<file path="config.mk">
export PLATFORM = sky130hd
export DESIGN_NAME = isp_tap_guard
export DESIGN_NICKNAME = d
export VERILOG_FILES = /design/src/rtl/isp_guard_pkg.sv /design/src/rtl/isp_tap_fsm.sv /design/src/rtl/isp_scan_regs.sv /design/src/rtl/isp_prog_ctrl.sv /design/src/rtl/isp_tap_guard.sv
export SDC_FILE = /design/constraint.sdc
export NUM_CORES = 1
export LEC_CHECK = 0
export ABC_AREA = 1
export BUFFER_PORTS_ARGS = -buffer_cell sky130_fd_sc_hd__buf_4
export CORE_ASPECT_RATIO = 1.2
export CORE_MARGIN = 2
export CORE_UTILIZATION = 60
export CTS_CLUSTER_DIAMETER = 40
export CTS_CLUSTER_SIZE = 16
export DETAILED_ROUTE_END_ITERATION = 10
export GPL_TIMING_DRIVEN = 0
export PLACE_DENSITY = 0.86
export SYNTH_ARGS = -nofsm -noshare
export SYNTH_HDL_FRONTEND = slang
export SYNTH_SLANG_ARGS = --single-unit
</file>
<file path="constraint.sdc">
create_clock -name tck -period 2.7 [get_ports tck]
set_input_delay 0.27 -clock tck [delete_from_list [all_inputs] [get_ports tck]]
set_output_delay 0.27 -clock tck [all_outputs]
set_load 0.01 [all_outputs]
</file>
<file path="src/rtl/isp_guard_pkg.sv">
// Shared types and instruction codes for the programming-guarded TAP.
// Assumes a 4-bit instruction register; codes not listed decode to pass-through.
package isp_guard_pkg;

    typedef enum logic [3:0] {
        ST_TLR    = 4'd0,
        ST_IDLE   = 4'd1,
        ST_SELDR  = 4'd2,
        ST_CAPDR  = 4'd3,
        ST_SHDR   = 4'd4,
        ST_EX1DR  = 4'd5,
        ST_PAUDR  = 4'd6,
        ST_EX2DR  = 4'd7,
        ST_UPDDR  = 4'd8,
        ST_SELIR  = 4'd9,
        ST_CAPIR  = 4'd10,
        ST_SHIR   = 4'd11,
        ST_EX1IR  = 4'd12,
        ST_PAUIR  = 4'd13,
        ST_EX2IR  = 4'd14,
        ST_UPDIR  = 4'd15
    } tap_state_e;

    localparam int IR_W = 4;

    localparam logic [IR_W-1:0] OP_UNLOCK  = 4'h2;
    localparam logic [IR_W-1:0] OP_ERASE   = 4'h3;
    localparam logic [IR_W-1:0] OP_LOAD    = 4'h4;
    localparam logic [IR_W-1:0] OP_PROGRAM = 4'h5;
    localparam logic [IR_W-1:0] OP_VERIFY  = 4'h6;
    localparam logic [IR_W-1:0] OP_BYPASS  = 4'hF;
    localparam logic [IR_W-1:0] IR_CAPTURE = 4'h1;

    typedef enum logic [1:0] {
        DR_BYPASS = 2'd0,
        DR_PASSWD = 2'd1,
        DR_CFG    = 2'd2
    } dr_sel_e;

endpackage

</file>
<file path="src/rtl/isp_tap_fsm.sv">
// Sixteen-state test controller clocked on rising TCK.
// Assumes rst_n is synchronous to TCK; reset lands in Test-Logic-Reset.
module isp_tap_fsm
    import isp_guard_pkg::*;
(
    input  logic       tck,
    input  logic       rst_n,
    input  logic       tms,
    output tap_state_e state
);

    tap_state_e state_nx;

    // Next-state decode from the present state and TMS.
    always_comb begin
        unique case (state)
            ST_TLR:   state_nx = tms ? ST_TLR   : ST_IDLE;
            ST_IDLE:  state_nx = tms ? ST_SELDR : ST_IDLE;
            ST_SELDR: state_nx = tms ? ST_SELIR : ST_CAPDR;
            ST_CAPDR: state_nx = tms ? ST_EX1DR : ST_SHDR;
            ST_SHDR:  state_nx = tms ? ST_EX1DR : ST_SHDR;
            ST_EX1DR: state_nx = tms ? ST_UPDDR : ST_PAUDR;
            ST_PAUDR: state_nx = tms ? ST_EX2DR : ST_PAUDR;
            ST_EX2DR: state_nx = tms ? ST_UPDDR : ST_SHDR;
            ST_UPDDR: state_nx = tms ? ST_SELDR : ST_IDLE;
            ST_SELIR: state_nx = tms ? ST_TLR   : ST_CAPIR;
            ST_CAPIR: state_nx = tms ? ST_EX1IR : ST_SHIR;
            ST_SHIR:  state_nx = tms ? ST_EX1IR : ST_SHIR;
            ST_EX1IR: state_nx = tms ? ST_UPDIR : ST_PAUIR;
            ST_PAUIR: state_nx = tms ? ST_EX2IR : ST_PAUIR;
            ST_EX2IR: state_nx = tms ? ST_UPDIR : ST_SHIR;
            ST_UPDIR: state_nx = tms ? ST_SELDR : ST_IDLE;
            default:  state_nx = ST_TLR;
        endcase
    end

    // State register with synchronous reset into Test-Logic-Reset.
    always_ff @(posedge tck) begin
        if (!rst_n) state <= ST_TLR;
        else        state <= state_nx;
    end

endmodule

</file>
<file path="src/rtl/isp_scan_regs.sv">
// Instruction register, pass-through bit and password shifter, plus the
// falling-edge TDO stage. Assumes cfg_out is already gated by the caller.
module isp_scan_regs
    import isp_guard_pkg::*;
#(
    parameter int PW_W = 16
) (
    input  logic            tck,
    input  logic            rst_n,
    input  logic            tdi,
    input  tap_state_e      state,
    input  logic            cfg_out,
    output logic [IR_W-1:0] ir,
    output logic [PW_W-1:0] pw_value,
    output logic            tdo,
    output logic            tdo_en
);

    logic [IR_W-1:0] ir_sr;
    logic [PW_W-1:0] pw_sr;
    logic            byp_q;
    dr_sel_e         dr_sel;
    logic            tdo_nx;

    // Decode which data path sits between TDI and TDO.
    always_comb begin
        unique case (ir)
            OP_UNLOCK:         dr_sel = DR_PASSWD;
            OP_LOAD,
            OP_VERIFY:         dr_sel = DR_CFG;
            default:           dr_sel = DR_BYPASS;
        endcase
    end

    // Instruction shifter: capture the fixed pattern, shift LSB first.
    always_ff @(posedge tck) begin
        if (!rst_n)                 ir_sr <= IR_CAPTURE;
        else if (state == ST_CAPIR) ir_sr <= IR_CAPTURE;
        else if (state == ST_SHIR)  ir_sr <= {tdi, ir_sr[IR_W-1:1]};
    end

    // Active instruction: pass-through after reset, loaded on Update-IR.
    always_ff @(posedge tck) begin
        if (!rst_n)                 ir <= OP_BYPASS;
        else if (state == ST_TLR)   ir <= OP_BYPASS;
        else if (state == ST_UPDIR) ir <= ir_sr;
    end

    // One-bit pass-through register, captures zero.
    always_ff @(posedge tck) begin
        if (!rst_n)                 byp_q <= 1'b0;
        else if (state == ST_CAPDR) byp_q <= 1'b0;
        else if (state == ST_SHDR)  byp_q <= tdi;
    end

    // Password shifter, only active while its instruction is selected.
    always_ff @(posedge tck) begin
        if (!rst_n) begin
            pw_sr <= '0;
        end else if (dr_sel == DR_PASSWD) begin
            if (state == ST_CAPDR)     pw_sr <= '0;
            else if (state == ST_SHDR) pw_sr <= {tdi, pw_sr[PW_W-1:1]};
        end
    end

    assign pw_value = pw_sr;

    // Pick the bit that leaves on TDO in the present shift state.
    always_comb begin
        tdo_nx = 1'b0;
        if (state == ST_SHIR) begin
            tdo_nx = ir_sr[0];
        end else if (state == ST_SHDR) begin
            unique case (dr_sel)
                DR_PASSWD: tdo_nx = pw_sr[0];
                DR_CFG:    tdo_nx = cfg_out;
                default:   tdo_nx = byp_q;
            endcase
        end
    end

    // Falling-edge output stage for TDO and its enable.
    always_ff @(negedge tck) begin
        if (!rst_n) begin
            tdo    <= 1'b0;
            tdo_en <= 1'b0;
        end else begin
            tdo    <= tdo_nx;
            tdo_en <= (state == ST_SHIR) || (state == ST_SHDR);
        end
    end

endmodule

</file>
<file path="src/rtl/isp_prog_ctrl.sv">
// Programming-mode guard: password unlock, erase/load/program ordering,
// security flag and the strobes toward the configuration store.
// Assumes the store latches strobes on rising TCK.
module isp_prog_ctrl
    import isp_guard_pkg::*;
#(
    parameter int              PW_W     = 16,
    parameter logic [PW_W-1:0] PASSWORD = 16'hB7E1
) (
    input  logic            tck,
    input  logic            rst_n,
    input  tap_state_e      state,
    input  logic [IR_W-1:0] ir,
    input  logic [PW_W-1:0] pw_value,
    input  logic            lock_nv,
    output logic            mode,
    output logic            lock,
    output logic            rd_allow,
    output logic            cfg_erase,
    output logic            cfg_shift,
    output logic            cfg_prog,
    output logic            cfg_read
);

    logic erased_q;
    logic loaded_q;
    logic pw_hit;

    assign pw_hit = (pw_value == PASSWORD);

    // Strobe qualification: each needs the open mode and its own code.
    always_comb begin
        cfg_erase = mode && (ir == OP_ERASE) && (state == ST_IDLE);
        cfg_shift = mode && (ir == OP_LOAD) && (state == ST_SHDR);
        cfg_prog  = mode && (ir == OP_PROGRAM) && (state == ST_IDLE)
                    && loaded_q && !lock;
        rd_allow  = mode && (ir == OP_VERIFY) && !lock;
        cfg_read  = rd_allow && (state == ST_CAPDR);
    end

    // Mode and sequence flags: unlock, erase arms load, load arms program.
    always_ff @(posedge tck) begin
        if (!rst_n || state == ST_TLR) begin
            mode     <= 1'b0;
            erased_q <= 1'b0;
            loaded_q <= 1'b0;
        end else begin
            if (state == ST_UPDDR && ir == OP_UNLOCK) begin
                mode <= pw_hit;
                if (!pw_hit) begin
                    erased_q <= 1'b0;
                    loaded_q <= 1'b0;
                end
            end
            if (cfg_erase) begin
                erased_q <= 1'b1;
                loaded_q <= 1'b0;
            end
            if (state == ST_UPDDR && ir == OP_LOAD && mode && erased_q)
                loaded_q <= 1'b1;
        end
    end

    // Security flag: seeded from the store in reset, cleared by erase.
    always_ff @(posedge tck) begin
        if (!rst_n)         lock <= lock_nv;
        else if (cfg_erase) lock <= 1'b0;
    end

endmodule

</file>
<file path="src/rtl/isp_tap_guard.sv">
// Top level: test access port whose private instructions drive a guarded
// programming interface. Assumes user I/O tristate is applied by the pads.
module isp_tap_guard
    import isp_guard_pkg::*;
#(
    parameter int              PW_W     = 16,
    parameter logic [PW_W-1:0] PASSWORD = 16'hB7E1
) (
    input  logic tck,
    input  logic rst_n,
    input  logic tms,
    input  logic tdi,
    output logic tdo,
    output logic tdo_en,
    input  logic lock_nv,
    input  logic cfg_sdo,
    output logic user_hiz,
    output logic cfg_erase,
    output logic cfg_shift,
    output logic cfg_prog,
    output logic cfg_read
);

    tap_state_e      state_w;
    logic [IR_W-1:0] ir_w;
    logic [PW_W-1:0] pw_w;
    logic            mode_w;
    logic            lock_w;
    logic            rd_allow_w;
    logic            cfg_out_w;

    // Readback reaches TDO only when verify is permitted.
    assign cfg_out_w = rd_allow_w & cfg_sdo;
    assign user_hiz  = mode_w;

    isp_tap_fsm i_fsm (
        .tck   (tck),
        .rst_n (rst_n),
        .tms   (tms),
        .state (state_w)
    );

    isp_scan_regs #(.PW_W(PW_W)) i_regs (
        .tck      (tck),
        .rst_n    (rst_n),
        .tdi      (tdi),
        .state    (state_w),
        .cfg_out  (cfg_out_w),
        .ir       (ir_w),
        .pw_value (pw_w),
        .tdo      (tdo),
        .tdo_en   (tdo_en)
    );

    isp_prog_ctrl #(.PW_W(PW_W), .PASSWORD(PASSWORD)) i_ctrl (
        .tck       (tck),
        .rst_n     (rst_n),
        .state     (state_w),
        .ir        (ir_w),
        .pw_value  (pw_w),
        .lock_nv   (lock_nv),
        .mode      (mode_w),
        .lock      (lock_w),
        .rd_allow  (rd_allow_w),
        .cfg_erase (cfg_erase),
        .cfg_shift (cfg_shift),
        .cfg_prog  (cfg_prog),
        .cfg_read  (cfg_read)
    );

endmodule

</file>
### Word level (Yosys, flattened, before mapping)

Cells that the tools add are included.
Widths: inputs -> output; s select.

| storage, ports and cells | value |
|---|---|
| input bits | 6 |
| flip-flop bits (word level) | 35 |
| word-level logic and storage cells | 98 |

| operators by class | value |
|---|---|
| bitwise gates (word level) | 2 |
| reductions and logical operators | 33 |
| eq/ne operators | 26 |
| multiplexer cells | 26 |

Operators with widths:

| operator | number |
|---|---|
| $pmux 4 s12 | 1 |
| $eq 4x4->1 const B | 8 |
| $mux 16 | 2 |
| $eq 4x3->1 const B | 7 |
| $eq 16x16->1 const B | 1 |
| $eq 4x2->1 const B | 4 |
| $mux 4 | 4 |
| $logic_and 1x1->1 | 15 |
| $mux 1 | 12 |
| $reduce_or 2->1 | 6 |
| $mux 2 | 3 |
| $mux 3 | 2 |
| $reduce_and 2->1 | 3 |
| $eq 4x1->1 const B | 1 |
| $logic_not 4->1 | 1 |
| $pmux 2 s2 | 1 |
| $reduce_bool 2->1 | 2 |
| $ne 3x3->1 const B | 1 |
| $reduce_bool 3->1 | 1 |
| $reduce_or 3->1 | 1 |
| $eq 2x1->1 const B | 1 |
| $eq 2x2->1 const B | 1 |
| $logic_not 1->1 | 2 |
| $logic_or 1x1->1 | 2 |
| 5 further kinds | 5 |

### Depth between registers and ports, before layout

Gate-level depths: netlist of the first run.

| depth | value |
|---|---|
| word-level depth | 7 |
| depth in mapped cells | 10 |
| mapped depth without buffers | 9 |

### Modules after synthesis

From an unflattened synthesis of the first run, not the netlist that was laid out.

| second synthesis, totals | value |
|---|---|
| cell total of the unflattened synthesis | 326 |
| area total of the unflattened synthesis | 2075.7 µm² |

Modules (own cells, without submodules):

| module | cells an instance | area each (µm²) | instances |
|---|---|---|---|
| isp_scan_regs | 182 | 1256.2 | 1 |
| isp_prog_ctrl | 78 | 419.2 | 1 |
| isp_tap_fsm | 64 | 392.9 | 1 |
| isp_tap_guard | 2 | 7.5 | 1 |

==> results of run 1 <==
[power groups by stage]
| stage | Clock (uW) | Combinational, uW | Sequential [uW] |
|---|---|---|---|
| after floorplan | 6.96 | 37.0 | 537 |
| after global placement | 6.96 | 54.1 | 538 |
| after detailed placement | 6.96 | 55.5 | 538 |
| after CTS | 281 | 55.5 | 527 |
| after global routing | 305 | 61.8 | 527 |
| final | 272 | 55.9 | 526 |
[cell families after synthesis]
group / synth area share
compound gates: 0.178
fa+ha+maj: 0.0141
buf+inv: 0.0999
flops: 0.400
simple gates: 0.308
[worst max-delay path: cells and delay by family (launching register included)]
kind | cells | cell delay [ps]
fa+ha+maj | 1 | 220
simple gates | 4 | 420
compound gates | 2 | 160
buf+inv | 1 | 110
flops | 1 | 350
[registers in the layout (all words and copies together), names as in the netlist, 4 cells and up]
| register | count |
|---|---|
| i_fsm.state | 4 |
| i_regs.ir | 4 |
| i_regs.pw_value | 16 |
| i_regs.ir_sr | 4 |
[per-stage QoR]
step	TNS, ps	cells	setup slack, ps	instance area [sq um]	utilization
CTS	0	305	5.47	1970	0.702
finish	0	305	19.9	2010	0.714
global placement	-33.4	296	-33.4	1910	0.680
detailed placement	-74.1	296	-52.3	1910	0.680
floorplan	0	250	95.3	1780	-
global route	-68.9	305	-68.9	2010	0.714
[worst paths after layout]
check / start / to / slack [ps]
setup reg to reg: i_regs.ir[3]$_SDFFE_PP1N_ / i_regs.tdo$_SDFF_NN0_ / 20
hold / removal: lock_nv / i_ctrl.lock$_SDFFCE_PP0P_ / 210
hold reg to reg: i_regs.ir_sr[2]$_SDFFE_PP0P_ / i_regs.ir_sr[2]$_SDFFE_PP0P_ / 470
setup / recovery: i_regs.ir[3]$_SDFFE_PP1N_ / i_regs.tdo$_SDFF_NN0_ / 20
[layer usage]
| metal | up-vias | track usage | share of wire |
|---|---|---|---|
| met2 | 27 | 0.401 | 0.52 |
| met1 | 727 | 0.244 | 0.44 |
| met4 | 0 | 0.0897 | 0.014 |
| met3 | 5 | 0.0687 | 0.026 |
| met5 | - | 0 | 0 |
| li1 | 838 | - | - |
[area by class of cell]
| class | instances | area share |
|---|---|---|
| Buffer | 3 | 0.0181 |
| Clock buffer | 5 | 0.0187 |
| Clock inverter | 5 | 0.0106 |
| Inverter | 36 | 0.0685 |
| Multi-Input combinational cell | 175 | 0.461 |
| Sequential cell | 35 | 0.357 |
| Tap cell | 34 | 0.0212 |
| Timing Repair Buffer | 12 | 0.0449 |
[what timing repair did]
item	4_1_cts	5_1_grt
gates resized for setup	4	9
hold buffers	0	0
pin swaps	0	1
cloned	0	0
setup endpoints to repair	2	2
[cell usage in the layout, fill, tap and decap left out, types with 4 or more instances in the layout]
master,instances
inv_1,34
buf_4,12
nand3_1,10
nand2_4,4
nand2_1,56
a21oi_2,13
clkbuf_4,5
a21oi_1,16
nor2_2,10
nor2_1,33
dfxtp_1,31
o21ai_0,13
==> out/results.ini, run 1 <==
[critical_path]
worst-r2r-cell-count = 8
crit_chain = nor2_1 -> nand3_2 -> inv_1 -> ha_4 -> a21oi_2 -> nand2_1 -> nand2_1 -> a21oi_2
crit_path_max_fanout = 3
required_ps = 1620
crit_path_start_kind = flop
arrival_ps = 1600
path_class = flop to flop
slowest_stage = dfxtp_2
max_stage_delay_ps = 350
cp-end-kind = flop

[power_and_ir_drop]
switching_power_uw = 217
peakVddDrop_uv = 364
p_clk_frac = 0.318
powerDensity_nw_per_um2 = 425
leakage_uw = 0.000836
p_int_uw = 637
pwr-share-comb = 0.066
netSwitchingFraction = 0.254
p_total_uw = 854
seq_power_share = 0.616

[clock_network]
tritoncts = yes
clock_latency_ps = 380
cts_buffers = 5
root_buffer = clkbuf_4
cts_max_level = 2
post_cts_buffers = 0
clkSlewWorstSetupHoldPaths_ps = 110
cts.sinks = 35
cts_buffer_depth = 2

[logic_synthesis]
yosys-top-cells-count = nand2_1 (57), nor2_1 (35), dfxtp_1 (34), inv_1 (34), a21oi_1 (19)
yosysSeqAreaShare = 0.400
synthMostInstantiatedCell = nand2_1
synth_warnings = 0
synth_top_area_share = 0.383
avgSynthCellArea_sq_um = 7.11
synth_cell_types = 26
synth-seq-cells = 35
synth_nets = 258
synth_edf_count = 1
syn-instance-count = 250
synth_area_leader_cell = dfxtp_1
ys_top_cells_by_area = dfxtp_1 (38%), nand2_1 (12%), nor2_1 (7.4%)
syn_area_sq_um = 1780
synth_ff_type = dfxtp_1
async_flop_share = 0

[finish]
fillers = 232
num_antenna_cells = 0
syn2layout_area_growth_pct = 12.9
multi_input_area_sq_um = 926
fin_nets = 278
register_area_sq_um = 717
layout-drive-gt1-share = 0.229

[detailed_routing]
drt-total-wl_mm = 3.60
route.detailed.drc = 0
wl_per_cell_microns = 11.8
drt_iter0_drc = 41
vias = 1597
drt_pre_antenna_iters = 4
ant_nets = 0
avgViaCountPerCell = 5.24

[placement]
numPortBuffers = 12
gp_congestion = 0.889
hpwl_mm = 2.63

[run]
drv_cap = 0

[die]
die_height_microns = 63.6
chipWidth_microns = 53.7
core-area_sq_um = 2810
ios = 13
rows = 21
start_util = 0.632
die-area_sq_um = 3420

[sta]
tightest_slew_ps = 431
max_slew_margin = 0.712
final_max_slew_viol_count = 0
setup_violations = 0
rsz0062_at_grt = yes
timing.hold.ws_ps = 210
clock_skew_ps = 56.7
hold_violations = 0

[grt]
antenna_found_initial = 0
grtUsageTotal = 0.229
grt-ovfl-total = 0
grt_first_pass_wirelength_mm = 5.79
grt_max_degree = 11
grt_pass1_vias = 1462

[worst_hold_path]
hold_path.class = primary input to flop
hold_path_depth = 3

[run_status]
status = finished, final reports clean

(Power assumes the default switching activity.)
==> run 2: changes to the inputs <==
Settings changed: CTS_BUF_LIST set to sky130_fd_sc_hd__clkbuf_2.
==> run 2 against run 1 <==
- clock skew shrank 13 ps
- register-to-register slack gained 20 ps
- critical path depth fell by 1
- via count shrank 0.19%
- final cell count is the same
- utilization is 0.45 points lower
- sequential cell count did not move
- worst setup slack gained 17 ps
- routed wire length is 0.61% lower
- total power decreased by 3.9%
- critical endpoint unchanged
- largest power group unchanged
- highest routed layer unchanged
==> out/results.ini, run 2 (synthesis gave the netlist of run 1 again) <==
[clock_network]
root_buffer = clkbuf_2
clock_latency_ps = 400
clkSlewWorstSetupHoldPaths_ps = 180
cts.sinks = 35
cts_buffer_depth = 2
cts_buffers = 5
cts_max_level = 2
tritoncts = yes

[die]
start_util = 0.632
chipWidth_microns = 53.7
core-area_sq_um = 2810
ios = 13
rows = 21
die-area_sq_um = 3420
die_height_microns = 63.6

[run]
drv_cap = 0

[finish]
final_cell_area_sq_um = 2000
syn2layout_area_growth_pct = 12.2
layout_commonest_cell = nand2_1
num_antenna_cells = 0
fillers = 235
fin_util = 0.710
fin_nets = 278
layout-drive-gt1-share = 0.232
final_cell_mix = nand2_1 (56), inv_1 (34), nor2_1 (32)
largest_register_ffs = 16

[critical_path]
required_ps = 1640
path_class = flop to flop
arrival_ps = 1600
crit_path_max_fanout = 5
crit_chain = nand3_2 -> inv_1 -> ha_4 -> a21oi_2 -> nand2_1 -> nand2_1 -> a21oi_2
cp-end-kind = flop
slowest_stage = dfxtp_1
max_stage_delay_ps = 470
worst-path-buf-inv = 1
cpLargestDelayFamily = flip-flops
crit_path_start_kind = flop

[grt]
grt_first_pass_wirelength_mm = 5.83
grt_pass1_vias = 1454
grt_max_degree = 11
grtUsageTotal = 0.230
antenna_found_initial = 0
grt-ovfl-total = 0

[placement]
detailed_place.area_sq_um = 1910
hpwl_mm = 2.63
gp_congestion = 0.889
numPortBuffers = 12

[detailed_routing]
drt_iter0_drc = 36
vias = 1594
drt_pre_antenna_iters = 4
drt-total-wl_mm = 3.58
ant_nets = 0
route.detailed.drc = 0
wl_per_cell_microns = 11.7
avgViaCountPerCell = 5.23

[run_status]
status = finished, final reports clean

[sta]
tightest_slew_ps = 433
hold_violations = 0
timing.hold.ws_ps = 163
rsz0062_at_grt = yes
final_max_slew_viol_count = 0
max_slew_margin = 0.711
clock_skew_ps = 43.7
setup_violations = 0

[power_and_ir_drop]
leakage_uw = 0.000834
peakVddDrop_uv = 311
powerDensity_nw_per_um2 = 411

[worst_hold_path]
hold_path.class = primary input to flop

-- run 2: stage by stage --
step                      setup WS, ps  setup TNS (ps)  std cells  total power, uW
after global routing             -45.4           -45.4        305              857
final                             36.8               0        305              820
after detailed placement         -52.3           -74.1        296              601
after global placement           -33.4           -33.4        296              599
after CTS                        -6.95           -6.95        305              826
after floorplan                   95.3               0        250              581
-- run 2: worst paths after layout --
path / start / to / slack [ps] / cells past startpoint
worst max-delay path: i_regs.ir[1]$_SDFFE_PP1N_ / i_regs.tdo$_SDFF_NN0_ / 40 / 7
worst min-delay path: lock_nv / i_ctrl.lock$_SDFFCE_PP0P_ / 160 / 3
worst max register to register: i_regs.ir[1]$_SDFFE_PP1N_ / i_regs.tdo$_SDFF_NN0_ / 40 / 7
worst min register to register: i_regs.ir_sr[2]$_SDFFE_PP0P_ / i_regs.ir_sr[2]$_SDFFE_PP0P_ / 480 / 2
-- run 2: what timing repair did --
action	4_1_cts	5_1_grt
gates resized for setup	7	6
setup buffers	0	0
setup endpoints to repair	2	2
pin swaps	0	1
hold buffers	0	0
hold endpoints to repair	0	0
-- run 2: layout make-up --
type                       instances  area (sq um)  share of cell area
multi-input combinational        175           928               0.465
inverter                          36           138              0.0690
clock buffer                       5          25.0              0.0125
timing repair buffer              12          90.1              0.0451
tap                               34          42.5              0.0213
clock inverter                     5          21.3              0.0107
buffer                             3          36.3              0.0182
sequential                        35           714               0.358
-- run 2: worst reg2reg max path: stages, from the launching register on --
cell	delay, ps
dfxtp_1	470
nand3_2	140
inv_1	110
ha_4	210
a21oi_2	100
nand2_1	60
nand2_1	80
a21oi_2	50
-- run 2: metal layers --
| layer | vias to the layer above | global-route usage | part of all wire |
|---|---|---|---|
| met1 | 729 | 0.249 | 0.45 |
| met5 | - | 0 | 0 |
| met3 | 7 | 0.0569 | 0.022 |
| met2 | 23 | 0.409 | 0.52 |
| li1 | 835 | - | - |
| met4 | 0 | 0.0865 | 0.016 |
-- run 2: power by group --
group | leakage, uW | switching, uW | total [uW] | internal (uW)
Clock | 0.0000331 | 176 | 236 | 59.9
Sequential | 0.000283 | 4.69 | 528 | 523
Combinational | 0.000518 | 38.3 | 56.0 | 17.8
Total | 0.000834 | 219 | 820 | 601
==> run 3: changes to the inputs <==
Settings changed: ABC_AREA 1 to 0, CORE_UTILIZATION 60 to 55, PLACE_DENSITY 0.86 to 0.84, SKIP_LAST_GASP set to 1.
Clock period 2.7 ns to 2.2 ns, I/O delays scaled along.
==> run 3 against run 2 <==
- the flow now finishes with violations (setup timing)
- design area increased by 7.6%
- sequential cell count did not move
- largest power group unchanged
- critical endpoint unchanged
- clock-buffer cell count is 1 higher
==> out/results.ini, run 3 <==
[finish]
final_cell_area_sq_um = 2150
fin_nets = 240
num_antenna_cells = 0
fin_util = 0.709
final_cell_mix = dfxtp_1 (27), a21oi_1 (22), nand2b_1 (21)
layout_commonest_cell = dfxtp_1
layout-drive-gt1-share = 0.288
syn2layout_area_growth_pct = 23.8
largest_register_ffs = 16

[sta]
max_slew_margin = 0.609
tightest_slew_ps = 582
setup_violations = 4
final_max_slew_viol_count = 0
hold_violations = 0
clock_skew_ps = 24.3
rsz0062_at_grt = yes
timing.hold.ws_ps = 86.8
final.setup.worst_slack_ps = -551

[detailed_routing]
vias = 1591
wl_per_cell_microns = 15.0
route.detailed.drc = 0
met2WireLength_mm = 2.04
drt_pre_antenna_iters = 4
topRoutingLayerUsed = met4
drt_iter0_drc = 54
met3WireLength_microns = 123
drt-total-wl_mm = 4.02
ant_nets = 0
avgViaCountPerCell = 5.91
m1WireLength_mm = 1.77

[clock_network]
root_buffer = clkbuf_2
cts_max_level = 2
clkSlewWorstSetupHoldPaths_ps = 170
clock_latency_ps = 400
cts_buffers = 5
cts.sinks = 35
tritoncts = yes
cts_buffer_depth = 2

[grt]
grt_pass1_vias = 1505
grt_max_degree = 12
grt_first_pass_wirelength_mm = 6.49
antenna_found_initial = 0
grt-ovfl-total = 0
grtUsageTotal = 0.226

[critical_path]
crit_path_start_kind = flop
path_class = flop to flop
cp-end-kind = flop
arrival_ps = 2000
crit_path_max_fanout = 4
required_ps = 1450

[die]
start_util = 0.573
core-area_sq_um = 3030
rows = 22
chipWidth_microns = 55.3
die-area_sq_um = 3620
ios = 13
die_height_microns = 65.5

[power_and_ir_drop]
peakVddDrop_uv = 446
p_total_uw = 1110
leakage_uw = 0.000802
powerDensity_nw_per_um2 = 519

[logic_synthesis]
avgSynthCellArea_sq_um = 8.46
synth_warnings = 0
synth_edf_count = 1
async_flop_share = 0
synth_top_area_share = 0.392
synthMostInstantiatedCell = dfxtp_1
synth_cell_types = 44
synth_ff_type = dfxtp_1
yosysSeqAreaShare = 0.410
synth_area_leader_cell = dfxtp_1
syn-instance-count = 205
syn_area_sq_um = 1730
synth_nets = 213
yosys-top-cells-count = dfxtp_1 (34), a21oi_1 (23), nand2b_1 (21), nand3_1 (18), nor2_1 (14)
synth-seq-cells = 35
ys_top_cells_by_area = dfxtp_1 (39%), nand2b_1 (7.6%), a21oi_1 (6.6%)

[placement]
detailed_place.area_sq_um = 1910
preCtsSetupSlack_ps = -582
gp_congestion = 0.852
numPortBuffers = 10
hpwl_mm = 2.66

[run_status]
status = complete, but fails checks
failed_checks = setup timing

[run]
drv_cap = 0

[worst_hold_path]
hold_path.class = primary input to flop

-- run 3: cell types whose count changed after synthesis, moves of 7 or more --
cell	before	now
o21ai_0	13	6
a21oi_2	10	0
nor2_1	35	14
inv_1	34	7
nand3_1	11	18
nand2_1	57	11
nor2_2	8	0
mux2i_1	0	8
clkbuf_1	0	13
nand2b_1	0	21
-- run 3: final cells by class --
type                            instances  area (sq um)
Fill cell                             230           881
Inverter                                6          22.5
Timing Repair Buffer                   22           184
Clock buffer                            6          30.0
Multi-Input combinational cell        147          1040
Clock inverter                          4          30.0
Buffer                                 13          58.8
Tap cell                               36          45.0
Sequential cell                        35           732
-- run 3: cells by family (layout without fill, tap and decap cells) --
group	count (synthesis)	in the layout	synth area share
compound gates	45	45	0.162
mux	8	8	0.0462
fa+ha+maj	2	2	0.0144
simple gates	92	92	0.313
flops	35	35	0.410
buf+inv	23	51	0.0548
-- run 3: final timing paths --
check	start	end	slack [ps]	cells past startpoint
setup / recovery	i_regs.ir[0]$_SDFFE_PP1N_	i_regs.tdo$_SDFF_NN0_	-550	6
hold / removal	tdi	i_regs.byp_q$_SDFFE_PP0P_	90	3
setup reg to reg	i_regs.ir[0]$_SDFFE_PP1N_	i_regs.tdo$_SDFF_NN0_	-550	6
hold reg to reg	i_regs.pw_value[11]$_SDFFE_PN0P_	i_regs.pw_value[10]$_SDFFE_PN0P_	480	2
-- run 3: metal layers --
layer,vias up,track usage
met5,-,0
li1,782,-
met3,9,0.0472
met4,0,0.116
met2,27,0.408
met1,773,0.250
-- run 3: where the power goes --
part / switching (uW) / total (uW) / internal (uW)
sequential: 14.1 / 656 / 642
clock: 220 / 361 / 141
combinational: 55.9 / 96.3 / 40.4
-- run 3: critical path: stages, from the launching register on --
cell       delay [ps]
dfxtp_4           410
nor4b_4           300
buf_4             170
ha_4              190
nor2b_4           130
a2111oi_4         270
a31o_2            150
-- run 3: per-stage QoR --
stage	cells	TNS (ps)
floorplan	205	-404
global placement	251	-792
detailed placement	251	-848
CTS	263	-855
global route	269	-1110
finish	269	-905
-- run 3: timing repair --
action	CTS	global route
hold buffers	0	0
gates resized for setup	18	16
setup endpoints to repair	5	7
pin swaps	6	6
buffers inserted	6	6
